$ cat src/rtl/autostep_pkg.sv
package autostep_pkg;
  parameter int DATA_W = 8;
  parameter int ADDR_W = 2 * DATA_W;
  parameter int BANK_W = 3;
  parameter int SEL_W  = 3;
  localparam int PORTS = 2;  // fixed-priority arbiter is written for two requesters

  typedef enum logic [SEL_W-1:0] {
    SEL_PTR_LO = 3'd0,
    SEL_PTR_HI = 3'd1,
    SEL_DATA   = 3'd2,
    SEL_STEP   = 3'd3,
    SEL_BANK   = 3'd4
  } regSelT;

  // strobes from control to datapath
  typedef struct packed {
    logic [PORTS-1:0] ldLo;
    logic [PORTS-1:0] ldHi;
    logic [PORTS-1:0] ldStep;
    logic [PORTS-1:0] ldBank;
    logic [PORTS-1:0] advance;
    logic [PORTS-1:0] latchWr;
    logic [PORTS-1:0] capture;
    logic             memEn;
    logic             memWe;
    logic             grantPort;
  } strobesT;
endpackage

$ cat src/rtl/autostep_ctrl.sv
module autostep_ctrl
  import autostep_pkg::*;
(
  input  logic           clk,
  input  logic           rstN,
  input  logic           hostWrEn,
  input  logic           hostRdEn,
  input  logic [SEL_W:0] hostAddr,
  output strobesT        strb
);
  logic [PORTS-1:0] wrPend, fetchPend, ptrChange, grantWr, grantRd;
  logic             rdBusy, rdPort, rdEff;
  logic [SEL_W-1:0] sel;

  assign rdEff = hostRdEn & ~hostWrEn;
  assign sel   = hostAddr[SEL_W-1:0];

  always_comb begin
    strb      = '0;
    grantWr   = '0;
    grantRd   = '0;
    ptrChange = '0;
    for (int p = 0; p < PORTS; p++) begin
      logic mine;
      mine = (hostAddr[SEL_W] == p[0]);
      strb.ldLo[p]    = hostWrEn & mine & (sel == SEL_PTR_LO);
      strb.ldHi[p]    = hostWrEn & mine & (sel == SEL_PTR_HI);
      strb.ldStep[p]  = hostWrEn & mine & (sel == SEL_STEP);
      strb.ldBank[p]  = hostWrEn & mine & (sel == SEL_BANK);
      strb.latchWr[p] = hostWrEn & mine & (sel == SEL_DATA);
      strb.advance[p] = (hostWrEn | rdEff) & mine & (sel == SEL_DATA);
      strb.capture[p] = rdBusy & (rdPort == p[0]);
      ptrChange[p]    = strb.ldLo[p] | strb.ldHi[p] | strb.ldBank[p] | strb.advance[p];
    end
    // writes before refills, port 0 before port 1
    if (wrPend[0])         grantWr[0] = 1'b1;
    else if (wrPend[1])    grantWr[1] = 1'b1;
    else if (fetchPend[0]) grantRd[0] = 1'b1;
    else if (fetchPend[1]) grantRd[1] = 1'b1;
    strb.memEn     = |(grantWr | grantRd);
    strb.memWe     = |grantWr;
    strb.grantPort = grantWr[1] | grantRd[1];
  end

  always_ff @(posedge clk or negedge rstN) begin
    if (!rstN) begin
      wrPend    <= '0;
      fetchPend <= '1;  // load both prefetch bytes after reset
      rdBusy    <= 1'b0;
      rdPort    <= 1'b0;
    end else begin
      for (int p = 0; p < PORTS; p++) begin
        wrPend[p]    <= strb.latchWr[p] | (wrPend[p] & ~grantWr[p]);
        fetchPend[p] <= ptrChange[p] | strb.memWe | (fetchPend[p] & ~grantRd[p]);
      end
      rdBusy <= strb.memEn & ~strb.memWe;
      rdPort <= strb.grantPort;
    end
  end
endmodule

$ cat src/rtl/autostep_dp.sv
module autostep_dp
  import autostep_pkg::*;
(
  input  logic              clk,
  input  logic              rstN,
  input  strobesT           strb,
  input  logic [SEL_W:0]    hostAddr,
  input  logic [DATA_W-1:0] hostWrData,
  output logic [DATA_W-1:0] hostRdData,
  output logic [BANK_W-1:0] memBank,
  output logic [ADDR_W-1:0] memAddr,
  output logic [DATA_W-1:0] memWrData,
  input  logic [DATA_W-1:0] memRdData
);
  localparam int EXT_W = ADDR_W - DATA_W;

  logic [ADDR_W-1:0] ptr    [PORTS];
  logic [ADDR_W-1:0] wrAddr [PORTS];
  logic [DATA_W-1:0] step   [PORTS];
  logic [DATA_W-1:0] rdBuf  [PORTS];
  logic [DATA_W-1:0] wrData [PORTS];
  logic [BANK_W-1:0] bank   [PORTS];
  logic [BANK_W-1:0] wrBank [PORTS];

  for (genvar p = 0; p < PORTS; p++) begin : g_port
    logic [ADDR_W-1:0] stepExt;
    assign stepExt = {{EXT_W{step[p][DATA_W-1]}}, step[p]};

    always_ff @(posedge clk or negedge rstN) begin
      if (!rstN) begin
        ptr[p]    <= '0;
        step[p]   <= '0;
        bank[p]   <= '0;
        rdBuf[p]  <= '0;
        wrAddr[p] <= '0;
        wrBank[p] <= '0;
        wrData[p] <= '0;
      end else begin
        if (strb.ldLo[p])          ptr[p][DATA_W-1:0]      <= hostWrData;
        else if (strb.ldHi[p])     ptr[p][ADDR_W-1:DATA_W] <= hostWrData;
        else if (strb.advance[p])  ptr[p]                  <= ptr[p] + stepExt;
        if (strb.ldStep[p])        step[p] <= hostWrData;
        if (strb.ldBank[p])        bank[p] <= hostWrData[BANK_W-1:0];
        if (strb.latchWr[p]) begin
          wrAddr[p] <= ptr[p];
          wrBank[p] <= bank[p];
          wrData[p] <= hostWrData;
        end
        if (strb.capture[p])       rdBuf[p] <= memRdData;
      end
    end
  end

  always_comb begin
    memAddr   = strb.memWe ? wrAddr[strb.grantPort] : ptr[strb.grantPort];
    memBank   = strb.memWe ? wrBank[strb.grantPort] : bank[strb.grantPort];
    memWrData = wrData[strb.grantPort];
  end

  always_comb begin
    logic hp;
    hp = hostAddr[SEL_W];
    case (hostAddr[SEL_W-1:0])
      SEL_PTR_LO: hostRdData = ptr[hp][DATA_W-1:0];
      SEL_PTR_HI: hostRdData = ptr[hp][ADDR_W-1:DATA_W];
      SEL_DATA:   hostRdData = rdBuf[hp];
      SEL_STEP:   hostRdData = step[hp];
      SEL_BANK:   hostRdData = {{(DATA_W-BANK_W){1'b0}}, bank[hp]};
      default:    hostRdData = '0;
    endcase
  end
endmodule

$ cat src/rtl/autostep_port_pair.sv
module autostep_port_pair
  import autostep_pkg::*;
(
  input  logic              clk,
  input  logic              rstN,
  input  logic              hostWrEn,
  input  logic              hostRdEn,
  input  logic [SEL_W:0]    hostAddr,
  input  logic [DATA_W-1:0] hostWrData,
  output logic [DATA_W-1:0] hostRdData,
  output logic              memEn,
  output logic              memWe,
  output logic [BANK_W-1:0] memBank,
  output logic [ADDR_W-1:0] memAddr,
  output logic [DATA_W-1:0] memWrData,
  input  logic [DATA_W-1:0] memRdData
);
  strobesT strb;

  autostep_ctrl u_ctrl (
    .clk      (clk),
    .rstN     (rstN),
    .hostWrEn (hostWrEn),
    .hostRdEn (hostRdEn),
    .hostAddr (hostAddr),
    .strb     (strb)
  );

  autostep_dp u_dp (
    .clk        (clk),
    .rstN       (rstN),
    .strb       (strb),
    .hostAddr   (hostAddr),
    .hostWrData (hostWrData),
    .hostRdData (hostRdData),
    .memBank    (memBank),
    .memAddr    (memAddr),
    .memWrData  (memWrData),
    .memRdData  (memRdData)
  );

  assign memEn = strb.memEn;
  assign memWe = strb.memWe;
endmodule

$ cat config.mk
export PLATFORM = sky130hd
export DESIGN_NAME = autostep_port_pair
export DESIGN_NICKNAME = d
export VERILOG_FILES = /design/src/rtl/autostep_pkg.sv /design/src/rtl/autostep_ctrl.sv /design/src/rtl/autostep_dp.sv /design/src/rtl/autostep_port_pair.sv
export SDC_FILE = /design/constraint.sdc
export NUM_CORES = 1
export LEC_CHECK = 0
export ABC_AREA = 1
export BUFFER_PORTS_ARGS = -buffer_cell sky130_fd_sc_hd__buf_4
export CAP_MARGIN = 0
export CORE_ASPECT_RATIO = 1.25
export CORE_MARGIN = 8
export CORE_UTILIZATION = 55
export DETAILED_ROUTE_END_ITERATION = 10
export GPL_TIMING_DRIVEN = 1
export PLACE_DENSITY = 0.81
export SLEW_MARGIN = 25
export SYNTH_ARGS = -nofsm -noshare
export SYNTH_HDL_FRONTEND = slang
export SYNTH_HIERARCHICAL = 1
export SYNTH_SLANG_ARGS = --single-unit
$ cat constraint.sdc
create_clock -name clk -period 3 [get_ports clk]
set_clock_uncertainty 0.15 [all_clocks]
set_input_delay 0.3 -clock clk [delete_from_list [all_inputs] [get_ports clk]]
set_output_delay 0.3 -clock clk [all_outputs]
set_load 0.03 [all_outputs]
## Word level (Yosys, flattened, before mapping)

Cells that the tools add are included.
Widths: inputs -> output; s select.

| storage, ports and cells | value |
|---|---|
| input bits | 24 |
| register bits | 130 |
| logic and storage cells | 138 |
| output and inout bits | 37 |

| operators by class | value |
|---|---|
| equality and inequality tests | 6 |
| $add $sub $neg | 2 |
| reductions and logical operators | 11 |
| bitwise logic cells | 51 |
| muxes and demuxes | 46 |
| order comparisons | 2 |

Operators with widths:

| kind | count |
|---|---|
| $mux 16 | 12 |
| $mux 8 | 15 |
| $pmux 8 s5 | 1 |
| $add 16x16->16 | 2 |
| $mux 3 | 10 |
| $and 1x1->1 | 24 |
| $or 1x1->1 | 14 |
| $not 1->1 | 10 |
| $reduce_and 2->1 | 4 |
| $reduce_bool 2->1 | 4 |
| $eq 3x2->1 const B | 2 |
| $mux 1 | 6 |
| $ge 2x2->1 const B | 2 |
| $mux 2 | 2 |
| $ne 2x1->1 const B | 2 |
| $not 1->2 | 2 |
| $reduce_or 2->1 | 2 |
| $eq 3x1->1 const B | 1 |
| $eq 3x3->1 const B | 1 |
| $logic_not 3->1 | 1 |
| $or 2x2->2 | 1 |

## Logic depth before layout (Yosys ltp)

| logic depth | value |
|---|---|
| depth in word-level cells | 10 |
| mapped depth | 12 |
| depth with buffers taken out | 12 |

## Modules after synthesis

Netlist, hierarchy kept.

By module, submodules not included:

| module | cells each | instances | seq. area each (um^2) | area each (um^2) |
|---|---|---|---|---|
| autostep_dp | 1,079 | 1 | 3,103.0 | 7,821.3 |
| autostep_ctrl | 61 | 1 | 152.6 | 389.1 |

## Least setup slack after synthesis

No wires, ideal clock.

| timing | value |
|---|---|
| path type | reg2out |
| from | register u_ctrl.wrPend[1] |
| to | output memAddr[0] |
| required time | 2.550 ns |
| cell stages (with the launch flop) | 8 |
| path buffers | 2 |
| arrival time | 1.848 ns |
| path slack | 0.702 ns |
| cells stage by stage | dfrtp_1 > nor2_1 > inv_1 > clkbuf_1 > inv_1 > buf_1 > o21ai_0 > o22ai_1 |

| on the way | value |
|---|---|
| elaborated cells on any way between the ends | 14 |
| classes of those cells | 11 x mux; 2 x bitwise; 1 x reduce/logical |

RTL lines:

| item | line | RTL |
|---|---|---|
| start: declaration | autostep_ctrl.sv:11 | `logic [PORTS-1:0] wrPend, fetchPend, ptrChange, grantWr, grantRd;` |
| start signal: indexed assignment | autostep_ctrl.sv:53 | `wrPend[p] <= strb.latchWr[p] \| (wrPend[p] & ~grantWr[p]);` |
| $mux 1 | autostep_ctrl.sv:37 | `else if (wrPend[1]) grantWr[1] = 1'b1;` |
| $mux 1 | autostep_ctrl.sv:36 | `if (wrPend[0]) grantWr[0] = 1'b1;` |
| $reduce_or 2->1 | autostep_ctrl.sv:41 | `strb.memWe = \|grantWr;` |
| named net memWe | autostep_port_pair.sv:12 | `output logic memWe,` |
| $mux 16 | autostep_dp.sv:55 | `memAddr = strb.memWe ? wrAddr[strb.grantPort] : ptr[strb.grantPort];` |
| end: declaration | autostep_port_pair.sv:14 | `output logic [ADDR_W-1:0] memAddr,` |

The timed path passes the listed nets, and every way through them passes these cells. The select of a mux whose other input is x is not followed.

==> results.md <==
- Status: completed
- Final setup TNS: 0 ns
- Fmax: 0.364 GHz
- Cell Area, Synth: 8210 sq um
- Final Routed Wirelength: 24,500 um
- DRC: 0
- Post-CTS Setup Bufs: 0
- Gate power share: 47.2%
- Layout area overhead: 16.5%
- Post-CTS sizing: 0
- Layout Nets: 1,258
- Total power: between 9 and 10 mW
- DRT antenna net count: 0
- RSZ-0062 raised after global routing: no
- Syn Inst Count: 1,140
- IO Port Bufs: 60
- Main flop type after synthesis: dfrtp_1
- Initial antenna violation count: 0
- Detailed Route Iter0 Violations: 628
- Share of layout cells above drive strength 1: a little over an eighth
- Critical Path End Type: output pin
- Setup violators final: 0
- CTS tree: built
- PwrDens: 1000 nW/um^2
- Syn Area/Cell: 7.20 sq um
- Net Sw Frac: around 44%
- Final Max Tran Viols: 0
- Worst-Margin Slew: 0.984 ns
- CTS root buffer: clkbuf_16
- Die Footprint: around 19,000 sq um
- RD Place Congestion: 0.977
- Clock net sink count: 130
- Ys async rst share: 100%
- Yosys warns: 6
- Max-cap violation count: 0
- Endpoints failing hold: 0
- CTS clk-pin slew, worst paths: 0.06 ns
- Cell-internal power: ~5.3 mW
- Die Wd: 125 um
- Largest net degree at the start of global routing: 55
- Worst Path Required: between 2 and 3 ns
- Total iterations of the first detailed-routing run: 6
- Total CTS buffers: 17
- Crit start category: flip-flop
- Hold_buf cts: 13
- Leakage power: ~5 nW
- Post-synth EDFFs: 0
- Avg WL per Cell: ~18 um
- Core footprint: 14,800 sq um
- Seq pwr share: a little under a third
- Sw Pwr: 4.23 mW
- Register area share after synthesis: 39.7%
- Gr usage total: 25.6%
- CP arrival: 2.30 ns
- Library cells used by synthesis: 34
- Worst vdd ir: 0.539 mV
- Vias in the first global route: 7,674
- Critical Path Fanout Max: 39
- Rows: 50
- Max clock buf depth: 2
- First-pass GRT wire length: 39,100 um
- Crit Path Category: flip-flop to output pin
- Vias per cell: 5.71
- Yosys reg bits: 130
- Ratio of final minimum period to clock period: 91.6%
- Crit path time final: 2.75 ns
- Clock Latency Late Sink: about 0.41 ns
- Pre-CTS setup slack: 0.692 ns
- Slew margin rel.: 34.1%
- Worst hold path class: input port to flip-flop
- Clock power frac: a little over a fifth
- Ant. Diodes: 0
- Total grt overflow: 0
- Worst reg2reg setup slack: just under 0.8 ns
- Die H: 153 um
- CTS H-tree lvls: 4
- Via count: about 8,000
- Net Count, Synth: 1,196
- Ports: 61
- Initial Util: 55.6%
- Setup WS post-layout: 0.251 ns
- Post-DP HPWL: 17,900 um
==> cell families (layout without fill, tap and decap cells) <==
logic type / Yosys count / after routing / synth area share (%)
compound gates: 225 / 225 / 15.2
flops: 130 / 130 / 39.7
fa+ha+maj: 32 / 32 / 5.06
xor+xnor: 15 / 15 / 1.60
buf+inv: 200 / 275 / 9.39
simple gates: 508 / 508 / 25.0
mux: 30 / 30 / 4.11
==> routing by layer <==
layer	share of wire (%)	global-route usage, %	vias up
met5	0	0	-
met3	7.0	4.83	86
li1	-	-	3814
met2	48	42.9	344
met4	4.8	14.1	0
met1	40	30.3	3730
==> worst paths after layout <==
| check | start | end | cells past startpoint |
|---|---|---|---|
| max | u_ctrl/fetchPend[0]$_DFF_PN1_ | memAddr[8] | 8 |
| min | hostWrData[3] | u_dp/wrData[11]$_DFFE_PN0P_ | 3 |
| max reg2reg | u_dp/ptr[16]$_DFFE_PN0P_ | u_dp/ptr[30]$_DFFE_PN0P_ | 12 |
| min reg2reg | u_dp/rdBuf[1]$_DFFE_PN0P_ | u_dp/rdBuf[1]$_DFFE_PN0P_ | 1 |
| max in group asynchronous | rstN | u_dp/bank[0]$_DFFE_PN0P_ | 3 |
| min in group asynchronous | rstN | u_dp/rdBuf[6]$_DFFE_PN0P_ | 2 |
==> sequential cells by signal, indices dropped and copies added (netlist names) <==
| name | cells |
|---|---|
| u_ctrl/wrPend | 2 |
| u_dp/ptr | 32 |
| u_ctrl/rdBusy | 1 |
| u_ctrl/rdPort | 1 |
| u_dp/g_port.stepExt | 16 |
| u_dp/wrBank | 6 |
| u_dp/bank | 6 |
| u_dp/rdBuf | 16 |
| u_ctrl/fetchPend | 2 |
| u_dp/wrAddr | 32 |
| u_dp/wrData | 16 |
==> placed cells by master (no fill, tap or decap), types with 3 or more instances in the layout <==
cell type      count
inv_2             11
a22o_1             6
xnor2_1           15
ha_1              30
o21ai_2            3
dfrtp_1          128
nand2_1          326
dlygate4sd3_1     13
o221ai_1           9
a21oi_1           74
mux2_2            30
nor3_2             4
o21bai_1           4
o22ai_1           22
o211ai_1           4
nand3_1           45
nor3_1             6
clkbuf_16         17
clkinvlp_4         7
buf_4             69
nor2_1           105
nand4_1            8
o21ai_0          102
inv_1            147
==> area by class of cell <==
| cell class | count | area (sq um) |
|---|---|---|
| Timing Repair Buffer | 84 | 688 |
| Tap cell | 182 | 228 |
| Clock buffer | 17 | 425 |
| Sequential cell | 130 | 3260 |
| Clock inverter | 15 | 160 |
| Fill cell | 1240 | 5200 |
| Multi-Input combinational cell | 810 | 4210 |
| Inverter | 159 | 597 |
==> power by group through the flow <==
| stage | clock network, mW | registers (mW) | logic (mW) |
|---|---|---|---|
| after CTS | 2.04 | 2.99 | 4.47 |
| after floorplan | 0 | 2.75 | 3.32 |
| final | 2.03 | 3.02 | 4.52 |
| after detailed placement | 0 | 3.00 | 4.41 |
| after global placement | 0 | 2.99 | 4.34 |
| after global routing | 2.12 | 3.08 | 5.05 |
==> synthesized netlist by cell type (3+ instances only) <==
cell type	instances	area share [%]
inv_2	11	0.50
clkbuf_1	22	1.0
nor4_1	3	0.23
a21oi_1	74	4.5
o21ai_0	102	6.2
mux2_2	30	4.1
buf_1	3	0.14
o211ai_1	4	0.37
nand4_1	8	0.61
nand3_1	45	2.7
dfrtp_1	128	39
a22o_1	6	0.64
xnor2_1	15	1.6
nor3_2	4	0.49
ha_1	30	4.6
buf_2	16	0.98
inv_1	147	6.7
o21ai_2	3	0.32
nor3_1	6	0.37
nor2_1	108	4.9
o221ai_1	9	0.96
o21bai_1	4	0.37
nand2_1	326	15
o22ai_1	22	1.7
==> metrics by stage <==
step	util [%]	std cells	hold WS [ns]	instance area, sq um
final	64.8	1397	0.00209	9560
after CTS	64.8	1397	0.00121	9560
after detailed placement	59.9	1352	0.223	8850
after global routing	64.8	1397	0.00990	9560
after floorplan	-	1140	-0.146	8210
after global placement	59.9	1352	0.218	8850
==> critical path, cell delays in order, from the launching register on <==
cell,delay (ns)
dfstp_2,0.53
inv_1,0.06
a21oi_1,0.22
nor2_4,0.05
inv_1,0.05
buf_4,0.34
o21ai_0,0.13
o22ai_1,0.26
buf_4,0.22
No activity file was read; power rests on OpenSTA's default activity.
